===== config.mk =====
export PLATFORM = sky130hd
export DESIGN_NAME = pllbank_regs
export DESIGN_NICKNAME = d
export VERILOG_FILES = /design/src/rtl/pllbank_pkg.sv /design/src/rtl/pllbank_ptr.sv /design/src/rtl/pllbank_store.sv /design/src/rtl/pllbank_rsp.sv /design/src/rtl/pllbank_regs.sv
export SDC_FILE = /design/constraint.sdc
export NUM_CORES = 1
export LEC_CHECK = 0
export BUFFER_PORTS_ARGS = -buffer_cell sky130_fd_sc_hd__buf_4
export CAP_MARGIN = 5
export CORE_MARGIN = 2
export CORE_UTILIZATION = 41
export DETAILED_ROUTE_END_ITERATION = 10
export GPL_ROUTABILITY_DRIVEN = 0
export GPL_TIMING_DRIVEN = 0
export PLACE_DENSITY_LB_ADDON = 0.05
export SYNTH_ARGS = -nofsm -noshare
export SYNTH_HDL_FRONTEND = slang
export SYNTH_SLANG_ARGS = --single-unit

===== constraint.sdc =====
create_clock -name clk -period 2 [get_ports clk]
set_input_delay 0.4 -clock clk [delete_from_list [all_inputs] [get_ports clk]]
set_output_delay 0.4 -clock clk [all_outputs]
set_load 0.02 [all_outputs]

===== src/rtl/pllbank_pkg.sv =====
package pllbank_pkg;
  localparam int IDX_W      = 4;
  localparam int DATA_W     = 8;
  localparam int NUM_WIDE   = 7;
  localparam int NARROW_IDX = 14;
  localparam int WORD_W     = 2 * DATA_W;
endpackage


===== src/rtl/pllbank_ptr.sv =====
module pllbank_ptr #(
  parameter int IDX_W      = pllbank_pkg::IDX_W,
  parameter int NARROW_IDX = pllbank_pkg::NARROW_IDX
) (
  input  logic             clk,
  input  logic             rst_n,
  input  logic             idx_we,
  input  logic [IDX_W-1:0] idx_din,
  input  logic             acc,
  output logic [IDX_W-1:0] idx_q,
  output logic             byte_hi_q
);
  localparam logic [IDX_W-1:0] NARROW = IDX_W'(NARROW_IDX);
  localparam logic [IDX_W-1:0] TOP    = {IDX_W{1'b1}};

  logic on_narrow, last_byte;
  assign on_narrow = (idx_q == NARROW);
  assign last_byte = on_narrow || byte_hi_q;

  always_ff @(posedge clk) begin
    if (!rst_n) begin
      idx_q     <= '0;
      byte_hi_q <= 1'b0;
    end else if (idx_we) begin
      idx_q     <= idx_din;
      byte_hi_q <= 1'b0;
    end else if (acc) begin
      if (last_byte) begin
        idx_q     <= idx_q + 1'b1;
        byte_hi_q <= 1'b0;
      end else begin
        byte_hi_q <= 1'b1;
      end
    end
  end

  // index load lands and rewinds the pointer
  p_idx_load_r2: assert property (@(posedge clk) disable iff (!rst_n)
    idx_we |=> (idx_q == $past(idx_din)) && !byte_hi_q);

  // low-byte access of a wide or unmapped entry keeps the index
  p_low_step_r3: assert property (@(posedge clk) disable iff (!rst_n)
    (acc && !idx_we && !byte_hi_q && !on_narrow) |=> byte_hi_q && $stable(idx_q));

  // high-byte access advances the index
  p_high_adv_r3: assert property (@(posedge clk) disable iff (!rst_n)
    (acc && !idx_we && byte_hi_q && idx_q != TOP) |=>
      !byte_hi_q && (idx_q == $past(idx_q) + 1'b1));

  // the narrow entry advances after one access
  p_narrow_adv_r4: assert property (@(posedge clk) disable iff (!rst_n)
    (acc && !idx_we && on_narrow) |=> !byte_hi_q && (idx_q == NARROW + 1'b1));

  // wrap from the top index
  p_wrap_r6: assert property (@(posedge clk) disable iff (!rst_n)
    (acc && !idx_we && byte_hi_q && idx_q == TOP) |=> (idx_q == '0) && !byte_hi_q);
endmodule


===== src/rtl/pllbank_store.sv =====
module pllbank_store #(
  parameter int IDX_W      = pllbank_pkg::IDX_W,
  parameter int DATA_W     = pllbank_pkg::DATA_W,
  parameter int NUM_WIDE   = pllbank_pkg::NUM_WIDE,
  parameter int NARROW_IDX = pllbank_pkg::NARROW_IDX
) (
  input  logic                clk,
  input  logic                rst_n,
  input  logic                wr_en,
  input  logic [IDX_W-1:0]    idx,
  input  logic                byte_hi,
  input  logic [DATA_W-1:0]   wdata,
  input  logic [IDX_W-1:0]    act_sel,
  output logic [DATA_W-1:0]   rd_byte,
  output logic [2*DATA_W-1:0] act_value,
  output logic                upd_stb
);
  localparam int WORD_W = 2 * DATA_W;
  localparam logic [IDX_W-1:0] NARROW   = IDX_W'(NARROW_IDX);
  localparam logic [IDX_W-1:0] WIDE_LIM = IDX_W'(NUM_WIDE);

  logic [WORD_W-1:0] wide_q [NUM_WIDE];
  logic [DATA_W-1:0] narrow_q;
  logic [DATA_W-1:0] shadow_q;

  logic hit_wide, hit_narrow, commit_wide, commit_narrow, commit_any;
  assign hit_wide      = (idx < WIDE_LIM);
  assign hit_narrow    = (idx == NARROW);
  assign commit_wide   = wr_en && byte_hi && hit_wide;
  assign commit_narrow = wr_en && hit_narrow;
  assign commit_any    = commit_wide || commit_narrow;

  always_ff @(posedge clk) begin
    if (!rst_n) begin
      shadow_q <= '0;
    end else if (wr_en && !byte_hi && hit_wide) begin
      shadow_q <= wdata;
    end
  end

  always_ff @(posedge clk) begin
    if (!rst_n) begin
      for (int k = 0; k < NUM_WIDE; k++) wide_q[k] <= '0;
      narrow_q <= '0;
    end else begin
      for (int k = 0; k < NUM_WIDE; k++) begin
        if (commit_wide && idx == IDX_W'(k)) wide_q[k] <= {wdata, shadow_q};
      end
      if (commit_narrow) narrow_q <= wdata;
    end
  end

  always_ff @(posedge clk) begin
    if (!rst_n) upd_stb <= 1'b0;
    else        upd_stb <= commit_any && (idx == act_sel);
  end

  always_comb begin
    rd_byte = '0;
    for (int k = 0; k < NUM_WIDE; k++) begin
      if (idx == IDX_W'(k))
        rd_byte = byte_hi ? wide_q[k][WORD_W-1:DATA_W] : wide_q[k][DATA_W-1:0];
    end
    if (hit_narrow) rd_byte = narrow_q;
  end

  always_comb begin
    act_value = '0;
    for (int k = 0; k < NUM_WIDE; k++) begin
      if (act_sel == IDX_W'(k)) act_value = wide_q[k];
    end
    if (act_sel == NARROW) act_value = {{DATA_W{1'b0}}, narrow_q};
  end

  // a wide entry changes only on its high-byte write
  for (genvar g = 0; g < NUM_WIDE; g++) begin : g_ent_chk
    p_entry_hold_r7: assert property (@(posedge clk) disable iff (!rst_n)
      !(wr_en && byte_hi && idx == IDX_W'(g)) |=> $stable(wide_q[g]));
  end

  // the narrow entry is untouched by writes to other indices
  p_narrow_hold_r5: assert property (@(posedge clk) disable iff (!rst_n)
    !(wr_en && hit_narrow) |=> $stable(narrow_q));

  // the strobe is a single-cycle pulse
  p_upd_single_r8: assert property (@(posedge clk) disable iff (!rst_n)
    upd_stb |=> !upd_stb);

  // no strobe without a commit
  p_upd_cause_r8: assert property (@(posedge clk) disable iff (!rst_n)
    !commit_any |=> !upd_stb);
endmodule


===== src/rtl/pllbank_rsp.sv =====
module pllbank_rsp #(
  parameter int DATA_W = pllbank_pkg::DATA_W
) (
  input  logic              clk,
  input  logic              rst_n,
  input  logic              rd_fire,
  input  logic [DATA_W-1:0] rd_byte,
  input  logic              rsp_ready,
  output logic              slot_free,
  output logic              rsp_valid,
  output logic [DATA_W-1:0] rsp_data
);
  assign slot_free = !rsp_valid || rsp_ready;

  always_ff @(posedge clk) begin
    if (!rst_n) begin
      rsp_valid <= 1'b0;
      rsp_data  <= '0;
    end else if (rd_fire) begin
      rsp_valid <= 1'b1;
      rsp_data  <= rd_byte;
    end else if (rsp_ready) begin
      rsp_valid <= 1'b0;
    end
  end

  // a stalled response holds its data
  p_rsp_hold_r9: assert property (@(posedge clk) disable iff (!rst_n)
    (rsp_valid && !rsp_ready) |=> rsp_valid && $stable(rsp_data));
endmodule


===== src/rtl/pllbank_regs.sv =====
module pllbank_regs #(
  parameter int IDX_W      = pllbank_pkg::IDX_W,
  parameter int DATA_W     = pllbank_pkg::DATA_W,
  parameter int NUM_WIDE   = pllbank_pkg::NUM_WIDE,
  parameter int NARROW_IDX = pllbank_pkg::NARROW_IDX
) (
  input  logic                clk,
  input  logic                rst_n,
  input  logic                idx_we,
  input  logic [IDX_W-1:0]    idx_din,
  output logic [IDX_W-1:0]    idx_q,
  input  logic                wr_valid,
  output logic                wr_ready,
  input  logic [DATA_W-1:0]   wr_data,
  input  logic                rd_req_valid,
  output logic                rd_req_ready,
  output logic                rd_rsp_valid,
  input  logic                rd_rsp_ready,
  output logic [DATA_W-1:0]   rd_rsp_data,
  input  logic [IDX_W-1:0]    act_sel,
  output logic [2*DATA_W-1:0] act_value,
  output logic                upd_stb
);
  logic byte_hi, slot_free, wr_fire, rd_fire;
  logic [DATA_W-1:0] rd_byte;

  assign wr_ready     = !idx_we;
  assign rd_req_ready = slot_free && !idx_we && !wr_valid;
  assign wr_fire      = wr_valid && wr_ready;
  assign rd_fire      = rd_req_valid && rd_req_ready;

  pllbank_ptr #(.IDX_W(IDX_W), .NARROW_IDX(NARROW_IDX)) u_ptr (
    .clk(clk), .rst_n(rst_n), .idx_we(idx_we), .idx_din(idx_din),
    .acc(wr_fire || rd_fire), .idx_q(idx_q), .byte_hi_q(byte_hi)
  );

  pllbank_store #(.IDX_W(IDX_W), .DATA_W(DATA_W), .NUM_WIDE(NUM_WIDE),
                  .NARROW_IDX(NARROW_IDX)) u_store (
    .clk(clk), .rst_n(rst_n), .wr_en(wr_fire), .idx(idx_q), .byte_hi(byte_hi),
    .wdata(wr_data), .act_sel(act_sel), .rd_byte(rd_byte),
    .act_value(act_value), .upd_stb(upd_stb)
  );

  pllbank_rsp #(.DATA_W(DATA_W)) u_rsp (
    .clk(clk), .rst_n(rst_n), .rd_fire(rd_fire), .rd_byte(rd_byte),
    .rsp_ready(rd_rsp_ready), .slot_free(slot_free),
    .rsp_valid(rd_rsp_valid), .rsp_data(rd_rsp_data)
  );

  // an index load blocks both data channels
  p_load_wins_r10: assert property (@(posedge clk) disable iff (!rst_n)
    idx_we |-> !wr_ready && !rd_req_ready);

  // a write blocks a same-cycle read
  p_write_wins_r10: assert property (@(posedge clk) disable iff (!rst_n)
    wr_valid |-> !rd_req_ready);

  // a stalled response blocks a new read
  p_stall_block_r9: assert property (@(posedge clk) disable iff (!rst_n)
    (rd_rsp_valid && !rd_rsp_ready) |-> !rd_req_ready);
endmodule


# --- Word level (Yosys, flattened, before mapping) ---
# Memory sizes are Yosys's and may differ from the RTL's.
# Cells that the tools add are included.
totals:
  ff_bits: 31
  ram_bits: 112
  inputBits: 22
  out_inout_bits: 32
  word_cells: 123
  mem_count: 1
memory_table:
  columns: ["name", "words", "width", "read_ports", "rd_clocked_by_memory_dff", "wr", "line_no", "text"]
  rows:
  - ["u_store.wide_q", 7, 16, 7, 0, 7, "pllbank_store.sv:22", "logic [WORD_W-1:0] wide_q [NUM_WIDE];"]
op_classes:
  n_addsub: 1
  order_cmp: 1
  eq_ne: 15
  mux: 58
  n_bitwise: 8
  reduce_logical: 32
ops:
  columns: ["op", "n"]
  rows:
  - ["$mux W16", 15]
  - ["$mux W8", 15]
  - ["$mux W1", 25]
  - ["$eq A4 B3 Y1 const B", 6]
  - ["$logic_and A1 B1 Y1", 17]
  - ["$eq A4 B2 Y1 const B", 4]
  - ["$mux W4", 3]
  - ["$eq A4 B1 Y1 const B", 2]
  - ["$eq A4 B4 Y1 const B", 2]
  - ["$logic_not A4 Y1", 2]
  - ["$or A1 B1 Y1", 7]
  - ["$reduce_bool A2 Y1", 3]
  - ["$add A4 B1 Y4 const B", 1]
  - ["$eq A4 B4 Y1", 1]
  - ["$logic_not A1 Y1", 4]
  - ["$logic_or A1 B1 Y1", 4]
  - ["$lt A4 B3 Y1 const B", 1]
  - ["$reduce_and A2 Y1", 1]
  - ["$reduce_or A2 Y1", 1]
  - ["$not A1 Y1", 1]

# --- Depth between registers and ports, before layout ---
# Gate-level depths: netlist of the first run.
depth:
  depth_word: 9
  depth_mapped: 9
  ltp_nobuf: 6

# --- Hierarchy ---
# Synthesis of the first run repeated with hierarchy kept, for this count alone.
hier_totals:
  cells_unflattened: 725
  area_unflattened_um2: 7708.6
by_module_without_submodules:
  columns: ["mod", "n_inst", "cells_per_inst", "area_per_inst_um2", "seq_area_each_um2"]
  rows:
  - ["pllbank_store", 1, 653, 7040.5, 3703.6]
  - ["pllbank_rsp", 1, 29, 339.1, 180.2]
  - ["pllbank_ptr", 1, 36, 284.0, 100.1]
  - ["pllbank_regs", 1, 7, 45.0, 0.0]

# --- Least setup slack after synthesis of the first run ---
# Ideal clock, no wire load.
synth_timing:
  path_kind: "input-to-reg"
  startpoint: "in idx_we"
  endpoint: "mem u_store.wide_q[0][0] (netlist bit), enable pin"
  setup_ps: 372
  arrival_time_ps: 1833
  path_slack_ps: -204
  stages: 6
  path_cell_list: "buf_6 > and4bb_2 > a21boi_4 > nand3_2 > buf_2 > nand2_1"
synth_rtl:
  columns: ["element", "line_no", "text"]
  rows:
  - ["start, declared", "pllbank_regs.sv:9", "input logic idx_we,"]
  - ["end, declared", "pllbank_store.sv:22", null]

==> results_dict.tcl, run 1 <==
set metrics [dict create \
    drive_above_1_share_pct 33.0 \
    setup_ws_ns -0.551 \
    num_antenna_cells 0 \
    tightest_slew_ns 0.680 \
    cp_data_arrival_time_ns 2.15 \
    whs_ns 0.180 \
    start_kind "flop" \
    use_met1_pct 33.9 \
    antenna_found_initial 0 \
    drt_pass1_iterations 5 \
    hpwl_um 18000 \
    clockBufferDepth 2 \
    io_pins 54 \
    rsz0062_at_grt "yes" \
    wirelength_um 24200 \
    r2r_cells 6 \
    crit_type "reg -> out" \
    area_growth_pct 29.4 \
    hold_depth 2 \
    synth_top_area_cell "edfxtp_1" \
    grt_start_max_net_pins 18 \
    fp.coreArea_sq_um 17900 \
    yosys_warnings 0 \
    die_area_sq_um 19300 \
    syn_inst 687 \
    yosysMostFrequentCell "nor2_1" \
    initialDrtViolationCount 534 \
    rows 49 \
    synth_ff_type "edfxtp_1" \
    synth_area_leaders "edfxtp_1 (45%), mux2i_1 (11%), dfxtp_1 (8.3%), nor2_1 (6.8%), mux4_2 (3.6%)" \
    dpl_cell_area_sq_um 8200 \
    grt_pass1_vias 5942 \
    use_met2_pct 40.4 \
    drc 0 \
    synth.top_cells.by_count "nor2_1 (136), edfxtp_1 (112), mux2i_1 (81), nand2_1 (49), dfxtp_1 (31)" \
    total_power_w 0.00760 \
    cts_root_buf "clkbuf_16" \
    hold_viol_final 0 \
    final.setup_skew_ns 0.00707 \
    routedWlPerCell_um 23.4 \
    grt_pass1_wl_um 35800 \
    cts_max_level 4 \
    max_cap_violations 0 \
    slew_headroom_pct 54.3 \
    start_util_pct 41.8 \
    ys_seq_elements 143 \
    avgSynthCellArea_sq_um 10.9 \
    fmax_ghz 0.392 \
    cts_tree "yes" \
    min_period_ns 2.55 \
    die_w_um 139 \
    status "complete, but fails checks" \
    grt-ovfl-total 0 \
    p_per_area_nw_per_um2 785 \
    cts_sinks 143 \
    synth_seq_area_share_pct 53.3 \
    hold_class "in -> reg" \
    syn-num-nets 713 \
    clk_latency_ns 0.44 \
    portBuffers 50 \
    slew_violations 0 \
    synth_top_area_share_pct 45.0 \
    setup_viol 12 \
    violations "negative setup slack" \
    die_h_um 139 \
    synth-async-reset-ratio_pct 0 \
    grt_use_met3_pct 4.35 \
    viasPerCell 5.75 \
    p_leak_nw 3.51 \
    grt_use_total_pct 24.6 \
    finalNetCount 816 \
    final_area_sq_um 9670 \
    timing.final.crit_share_pct 128 \
    final_antenna_net_count 0 \
    cts-buffers-inserted 17 \
    vdd_drop_max_uv 553 \
    worst_setup_path_end_kind "primary output" \
    vias 5937 \
    hold_buffers 0 \
    synth_edf_count 112 \
    path_clk_slew_ns 0.07 \
    synthesis.area_sq_um 7480 \
    critPathRequiredTime_ns 1.60 \
    grt-busiest-layer "met2" \
    yosysUniqueCellTypes 54 \
    path_max_fanout 2 \
]
-- cell usage in the layout (no fill, tap or decap), types with 4 or more instances in the layout --
cell       synthesis  routed
a211oi_2           0       6
buf_4              5      85
clkbuf_16          0      17
edfxtp_1         112     112
clkbuf_1          11       5
a21oi_1           18      14
nand3_1           12      11
o21ai_2            1       6
nor2_4             0       4
a222oi_1           6       6
nor2_1           136     132
dfxtp_1           31      28
o2bb2ai_1          4       4
mux2_2             8       6
a21oi_2            0       4
nand2_1           49      36
nand3_4            0       4
nand4_1            9       9
o22ai_1           23       8
clkbuf_4           0       5
o221ai_1          10       7
inv_6              0       6
buf_2             24       7
buf_6              3      22
mux2i_1           81      79
o21ai_1            1       4
mux4_2            12      12
nand2_2            1       5
nand2_4            0       7
inv_1             28      26
o22ai_2            1      13
nand2_8            0       5
o21ai_0           22      14
a31oi_1            5       5
-- worst max-delay path, stage by stage (launching register included) --
cell and delay [ns]:
edfxtp_1 0.42, mux4_2 0.53, a222oi_1 0.45, a21oi_1 0.13, buf_4 0.18
-- per-stage QoR --
stage / utilization (%) / setup slack, ns / TNS, ns / std cells
floorplan: - / -0.0611 / -0.164 / 687
global placement: 45.8 / -0.890 / -74.37 / 966
detailed placement: 45.8 / -0.972 / -82.90 / 966
CTS: 50.8 / -0.551 / -6.10 / 1001
global route: 54.0 / -0.732 / -5.41 / 1032
finish: 54.0 / -0.551 / -4.74 / 1032
-- worst paths after layout --
check                                            from             endpoint  slack [ns]
worst min-delay path                           idx_we      u_ptr.byte_hi_q        0.18
worst max register to register         u_ptr.idx_q[0]    u_rsp.rsp_data[4]           0
worst min register to register    u_store.narrow_q[0]  u_store.narrow_q[0]        0.49
worst max-delay path            u_store.wide_q[0][53]         act_value[5]       -0.55
-- kinds of logic (layout without fill, tap and decap cells) --
kind of cell	Yosys count	in the layout	share of synthesized area, %
AO/OA/AOI/OAI	117	117	10.7
XOR/XNOR	4	4	0.469
adder cells (fa/ha/maj)	4	4	0.669
buffers and inverters	79	192	4.92
flip-flops	143	143	53.3
multiplexers	101	101	15.7
AND/OR/NAND/NOR	239	242	14.2
-- sequential cells by signal, summed over array words and instances, names as in the netlist --
signal            cells
u_rsp.rsp_data        8
u_store.wide_q      112
u_store.narrow_q      8
u_ptr.byte_hi_q       1
u_store.shadow_q      8
u_ptr.idx_q           4
u_rsp.rsp_valid       1
u_store.upd_stb       1
-- layer usage --
metal  vias to the layer above  part of all wire [%]
met5                         -                     0
met4                         0                   1.7
met3                        36                   5.6
met2                       201                    49
met1                      2969                    44
li1                       2731                     -
-- layout make-up --
cell class / instances / area, sq um
Buffer: 44 / 327
Clock buffer: 17 / 425
Clock inverter: 15 / 150
Fill cell: 1583 / 8230
Inverter: 29 / 111
Multi-Input combinational cell: 468 / 3690
Sequential cell: 143 / 3990
Tap cell: 229 / 287
Timing Repair Buffer: 87 / 692
-- power by group --
group | leakage (nW) | switching [W] | total [W] | internal (W)
sequential | 1.42 | 0.0000747 | 0.00338 | 0.00330
clock | 0.277 | 0.00141 | 0.00316 | 0.00175
combinational | 1.82 | 0.000626 | 0.00105 | 0.000427
-- repair_timing --
item                       CTS  global route
pin swaps                   10            30
gates cloned                 0             4
setup buffers                9            27
setup endpoints to repair  160           128
resized for setup           67            88
(Power assumes the default switching activity.)
==> inputs of run 2 (changes only) <==
--- a/config.mk
+++ b/config.mk
@@ -15,4 +15,5 @@
 export PLACE_DENSITY_LB_ADDON = 0.05
 export SYNTH_ARGS = -nofsm -noshare
 export SYNTH_HDL_FRONTEND = slang
+export SYNTH_HIERARCHICAL = 1
 export SYNTH_SLANG_ARGS = --single-unit
==> results_dict.tcl, run 2 <==
set metrics [dict create \
    final_antenna_net_count 0 \
    rows 50 \
    endpoint "act_value[6]" \
    drt_pass1_iterations 5 \
    setup_ws_ns -0.355 \
    routedWlPerCell_um 25.8 \
    cp_data_arrival_time_ns 1.95 \
    die_w_um 141 \
    io_pins 54 \
    viasPerCell 6.02 \
    synth_seq_area_share_pct 51.7 \
    die_h_um 141 \
    slew_violations 0 \
    portBuffers 50 \
    largest_register "u_store/wide_q" \
    critPathRequiredTime_ns 1.60 \
    clockBufferDepth 2 \
    tns_ns -3.58 \
    final.setup_skew_ns 0.0101 \
    yosys_warnings 6 \
    path_max_fanout 2 \
    synthesis.area_sq_um 7710 \
    r2r_cells 8 \
    cts-buffers-inserted 17 \
    synth.top_cells.by_count "nor2_1 (143), edfxtp_1 (112), mux2i_1 (84), nand2_1 (61), dfxtp_1 (31)" \
    hpwl_um 19200 \
    max_cap_violations 0 \
    die_area_sq_um 19900 \
    syn-num-nets 749 \
    wirelength_um 28000 \
    antenna_found_initial 0 \
    vias 6536 \
    start_kind "flop" \
    min_period_ns 2.35 \
    final_common_cell "nor2_1" \
    synth_edf_count 112 \
    hold_buffers 0 \
    vdd_drop_max_uv 621 \
    largest_register_ffs 112 \
    dpl_cell_area_sq_um 8560 \
    path_clk_slew_ns 0.06 \
    cts_sinks 143 \
    clk_latency_ns 0.43 \
    grt_start_max_net_pins 21 \
    setup_viol 34 \
    violations "negative setup slack" \
    syn_inst 725 \
    synth_area_leaders "edfxtp_1 (44%), mux2i_1 (11%), dfxtp_1 (8.1%), nor2_1 (7.0%), mux4_2 (3.8%)" \
    timing.final.crit_share_pct 118 \
    worst_setup_path_end_kind "primary output" \
    yosysUniqueCellTypes 51 \
    drc 0 \
    avgSynthCellArea_sq_um 10.6 \
    reg2reg_to "u_rsp/rsp_data[3]" \
    yosysMostFrequentCell "nor2_1" \
    initialDrtViolationCount 787 \
    rsz0062_at_grt "yes" \
    crit_type "reg -> out" \
    hold_class "in -> reg" \
    grt-ovfl-total 0 \
    tightest_slew_ns 1.26 \
    synth_ff_type "edfxtp_1" \
    cts_root_buf "clkbuf_16" \
    min_from "idx_din[1]" \
    synth-async-reset-ratio_pct 0 \
    fp.coreArea_sq_um 18600 \
    area_growth_pct 36.6 \
    synth_top_area_cell "edfxtp_1" \
    final_area_sq_um 10500 \
    finalNetCount 863 \
    r2r_start "u_ptr/byte_hi_q" \
    num_antenna_cells 0 \
    setup.worst_path.start "u_store/wide_q[1][6]" \
    fmax_ghz 0.425 \
    layout_common_cells "nor2_1 (130), edfxtp_1 (112), buf_4 (87), mux2i_1 (75), nand2_1 (48)" \
    slew_headroom_pct 16.2 \
    grt_use_total_pct 28.4 \
    synth_top_area_share_pct 43.6 \
    grt_pass1_vias 6515 \
    grt_pass1_wl_um 40600 \
    hold_viol_final 0 \
    cts_max_level 4 \
    place_ws_ns -0.814 \
    ys_seq_elements 143 \
    p_leak_nw 3.88 \
    start_util_pct 41.5 \
    status "complete, but fails checks" \
    drive_above_1_share_pct 37.0 \
    rrSetupSlack_ns -0.07 \
    p_per_area_nw_per_um2 764 \
    cts_tree "yes" \
]
-- run 2: repair_timing --
item | 4_1_cts | 5_1_grt
cloned | 4 | 1
setup endpoints to repair | 180 | 99
pin swaps | 22 | 18
resized for setup | 153 | 43
buffers inserted | 33 | 22
-- run 2: per-layer routing --
| layer | global-route usage [%] | up-vias | wire length, um |
|---|---|---|---|
| li1 | - | 2886 | - |
| met1 | 35.4 | 3250 | 11100 |
| met2 | 45.1 | 338 | 13400 |
| met3 | 7.54 | 60 | 2400 |
| met4 | 14.4 | 2 | 1040 |
| met5 | 2.76 | - | 69 |
-- run 2: worst min-delay path by stage --
stage                                      to  slack [ns]  depth (start not counted)
after CTS                      u_ptr/idx_q[1]        0.23                          3
after floorplan           u_store/narrow_q[7]        0.46                          2
after global routing           u_ptr/idx_q[1]        0.24                          3
final                          u_ptr/idx_q[1]        0.24                          3
after global placement    u_store/narrow_q[7]        0.48                          2
after detailed placement  u_store/narrow_q[7]        0.49                          2
-- run 2: logic make-up (layout without fill, tap and decap cells) --
group	after synthesis	after routing	share of synthesized area, %
simple gates	277	281	16.0
flops	143	143	51.7
compound gates	118	118	10.9
mux	100	100	15.1
buf+inv	80	203	5.42
xor+xnor	5	5	0.568
fa+ha+maj	2	2	0.325
-- run 2: worst max-delay path, cell delays in order, from the launching register on --
cell and delay [ns]:
edfxtp_1 0.41, mux4_2 0.56, a221oi_2 0.29, o21ai_2 0.11, buf_6 0.17
-- run 2: metrics by stage --
step                hold slack (ns)  total power (W)  utilization (%)  instances
detailed placement            0.494          0.00448             46.1       1009
floorplan                     0.457          0.00407                -        725
CTS                           0.228          0.00796             54.6       1067
global placement              0.481          0.00447             46.1       1009
finish                        0.242          0.00805             56.7       1086
global route                  0.237          0.00827             56.7       1086
-- run 2: final cells by class --
cell class / count / area (sq um)
multi-input combinational: 506 / 4110
clock buffer: 23 / 553
clock inverter: 9 / 62.6
buffer: 37 / 433
timing repair buffer: 106 / 972
tap: 234 / 293
inverter: 28 / 108
fill: 1557 / 8050
sequential: 143 / 4000
-- run 2: report_power, final --
| group | internal (W) | switching (W) | total [W] |
|---|---|---|---|
| registers | 0.00331 | 0.0000864 | 0.00340 |
| clock network | 0.00196 | 0.00130 | 0.00326 |
| logic | 0.000600 | 0.000784 | 0.00138 |
==> inputs of run 3 (changes only) <==
==> constraint.sdc (replaced) <==
create_clock -name clk -period 2 [get_ports clk]
set_input_delay 0.2 -clock clk [delete_from_list [all_inputs] [get_ports clk]]
set_output_delay 0.2 -clock clk [all_outputs]
set_load 0.02 [all_outputs]
==> results_dict.tcl, run 3 (same netlist as run 2, synthesis figures left out) <==
set metrics [dict create \
    reg2reg_to "u_store/wide_q[4][7]" \
    setup_viol 25 \
    initialDrtViolationCount 712 \
    wirelength_um 28000 \
    routedWlPerCell_um 25.8 \
    whs_ns 0.0241 \
    placed_cells 1009 \
    p_leak_nw 3.76 \
    status "complete, but fails checks" \
    path_max_fanout 2 \
    final_common_cell "nor2_1" \
    layout_common_cells "nor2_1 (127), edfxtp_1 (112), buf_4 (97), mux2i_1 (75), nand2_1 (51)" \
    clockBufferDepth 2 \
    largest_register_ffs 112 \
    layout.area.seq_sq_um 4000 \
    finalNetCount 864 \
    path_clk_slew_ns 0.07 \
    wl_met2_um 13100 \
    cts-buffers-inserted 17 \
    rrSetupSlack_ns -0.05 \
    slew_headroom_pct 9.35 \
    drt_pass1_iterations 5 \
    cts_max_level 4 \
    fmax_ghz 0.455 \
    start_util_pct 41.5 \
    slew_violations 0 \
    hold_depth 3 \
    r2r_cells 6 \
    hold_class "in -> reg" \
    antenna_found_initial 0 \
    area_growth_pct 33.5 \
    fp.coreArea_sq_um 18600 \
    worst_setup_path_end_kind "primary output" \
    hold_viol_final 0 \
    tightest_slew_ns 1.36 \
    viasPerCell 6.11 \
    critPathRequiredTime_ns 1.80 \
    cp_data_arrival_time_ns 2.00 \
    r2r_start "u_ptr/idx_q[0]" \
    timing.final.crit_share_pct 110 \
    final_antenna_net_count 0 \
    cts_tree "yes" \
    io_pins 54 \
    drive_above_1_share_pct 34.1 \
    rsz0062_at_grt "yes" \
    crit_type "reg -> out" \
    die_area_sq_um 19900 \
    max_cap_violations 0 \
    final.setup_skew_ns 0.00850 \
    min_from "idx_din[1]" \
    grt_pass1_vias 6289 \
    min_period_ns 2.20 \
    violations "negative setup slack" \
    die_w_um 141 \
    largest_register "u_store/wide_q" \
    holdPathEnd "u_ptr/idx_q[1]" \
    cts_root_buf "clkbuf_16" \
    multi_input_area_sq_um 4100 \
    die_h_um 141 \
    grt_pass1_wl_um 40100 \
    setup_ws_ns -0.200 \
    grt_use_total_pct 27.8 \
    cts_sinks 143 \
    clk_latency_ns 0.43 \
    topRoutingLayerUsed "met4" \
    vdd_drop_max_uv 601 \
    drc 0 \
    grt-ovfl-total 0 \
    p_per_area_nw_per_um2 770 \
    num_antenna_cells 0 \
    grt_start_max_net_pins 21 \
    layout.cells.non_filler 1087 \
    vias 6638 \
    rows 50 \
    portBuffers 50 \
    start_kind "flop" \
    wl_met3_um 2240 \
    hpwl_um 18800 \
    nFillCells 1575 \
    wl_met1_um 11500 \
]
[run 3: cell count changes in the layout (fill, tap and decap cells not counted), moves of 5 or more]
cell	previous run	this run
buf_12	17	7
inv_6	2	8
o22ai_1	15	21
buf_4	87	97
o21ai_0	5	10
o21ai_2	12	2
o22ai_2	10	2
[run 3: how the worst max path moves through the flow]
stage	from	end	slack (ns)	cells after the start
floorplan	u_ptr/idx_q[3]	u_store/wide_q[5][0]	-0.04	8
global placement	u_ptr/idx_q[2]	u_store/wide_q[6][0]	-0.76	4
detailed placement	u_ptr/idx_q[2]	u_store/wide_q[6][8]	-0.75	4
CTS	u_store/wide_q[3][4]	act_value[4]	-0.19	4
global route	u_store/wide_q[3][5]	act_value[5]	-0.24	4
finish	u_store/wide_q[2][5]	act_value[5]	-0.20	4
[run 3: cell type report]
type / instances / area share (%)
plain buffers: 38 / 3.29
flip-flops and latches: 143 / 38.9
well taps: 234 / 2.84
clock buffers: 17 / 4.13
multi-input cells: 509 / 39.9
repair buffers: 103 / 8.37
clock inverters: 15 / 1.57
inverters: 28 / 1.03
[run 3: where the power goes]
part	internal [W]	leakage [nW]	switching [W]
clock network	0.00178	0.288	0.00144
registers	0.00331	1.40	0.0000950
logic	0.000546	2.07	0.000753
[run 3: worst max-delay path, cell delays in order, from the launching register on]
cell      delay (ns)
edfxtp_1        0.42
mux4_2          0.54
a221oi_2        0.25
o21ai_0         0.14
buf_4           0.21
[run 3: metrics by stage]
stage / cell area, sq um / TNS [ns] / util, % / setup WS, ns / total power [W]
3_5_place_dp: 8450 / -76.53 / 45.5 / -0.754 / 0.00442
4_1_cts: 9750 / -2.76 / 52.5 / -0.189 / 0.00781
6_report: 10300 / -2.05 / 55.4 / -0.200 / 0.00792
5_1_grt: 10300 / -3.67 / 55.4 / -0.239 / 0.00816
3_3_place_gp: 8450 / -74.30 / 45.5 / -0.760 / 0.00441
2_1_floorplan: 7780 / -2.78 / - / -0.0448 / 0.00404
[run 3: metal layers]
layer	vias up	GRT usage [%]
li1	2877	-
met4	0	12.4
met2	400	43.8
met1	3288	37.8
met5	-	0
met3	73	4.65
[run 3: timing repair]
item	in CTS	in global routing
hold buffers	0	0
hold endpoints to repair	0	0
resized for setup	115	72
setup endpoints to repair	187	139
buffers inserted	28	25
gates cloned	4	3
pin swaps	26	19
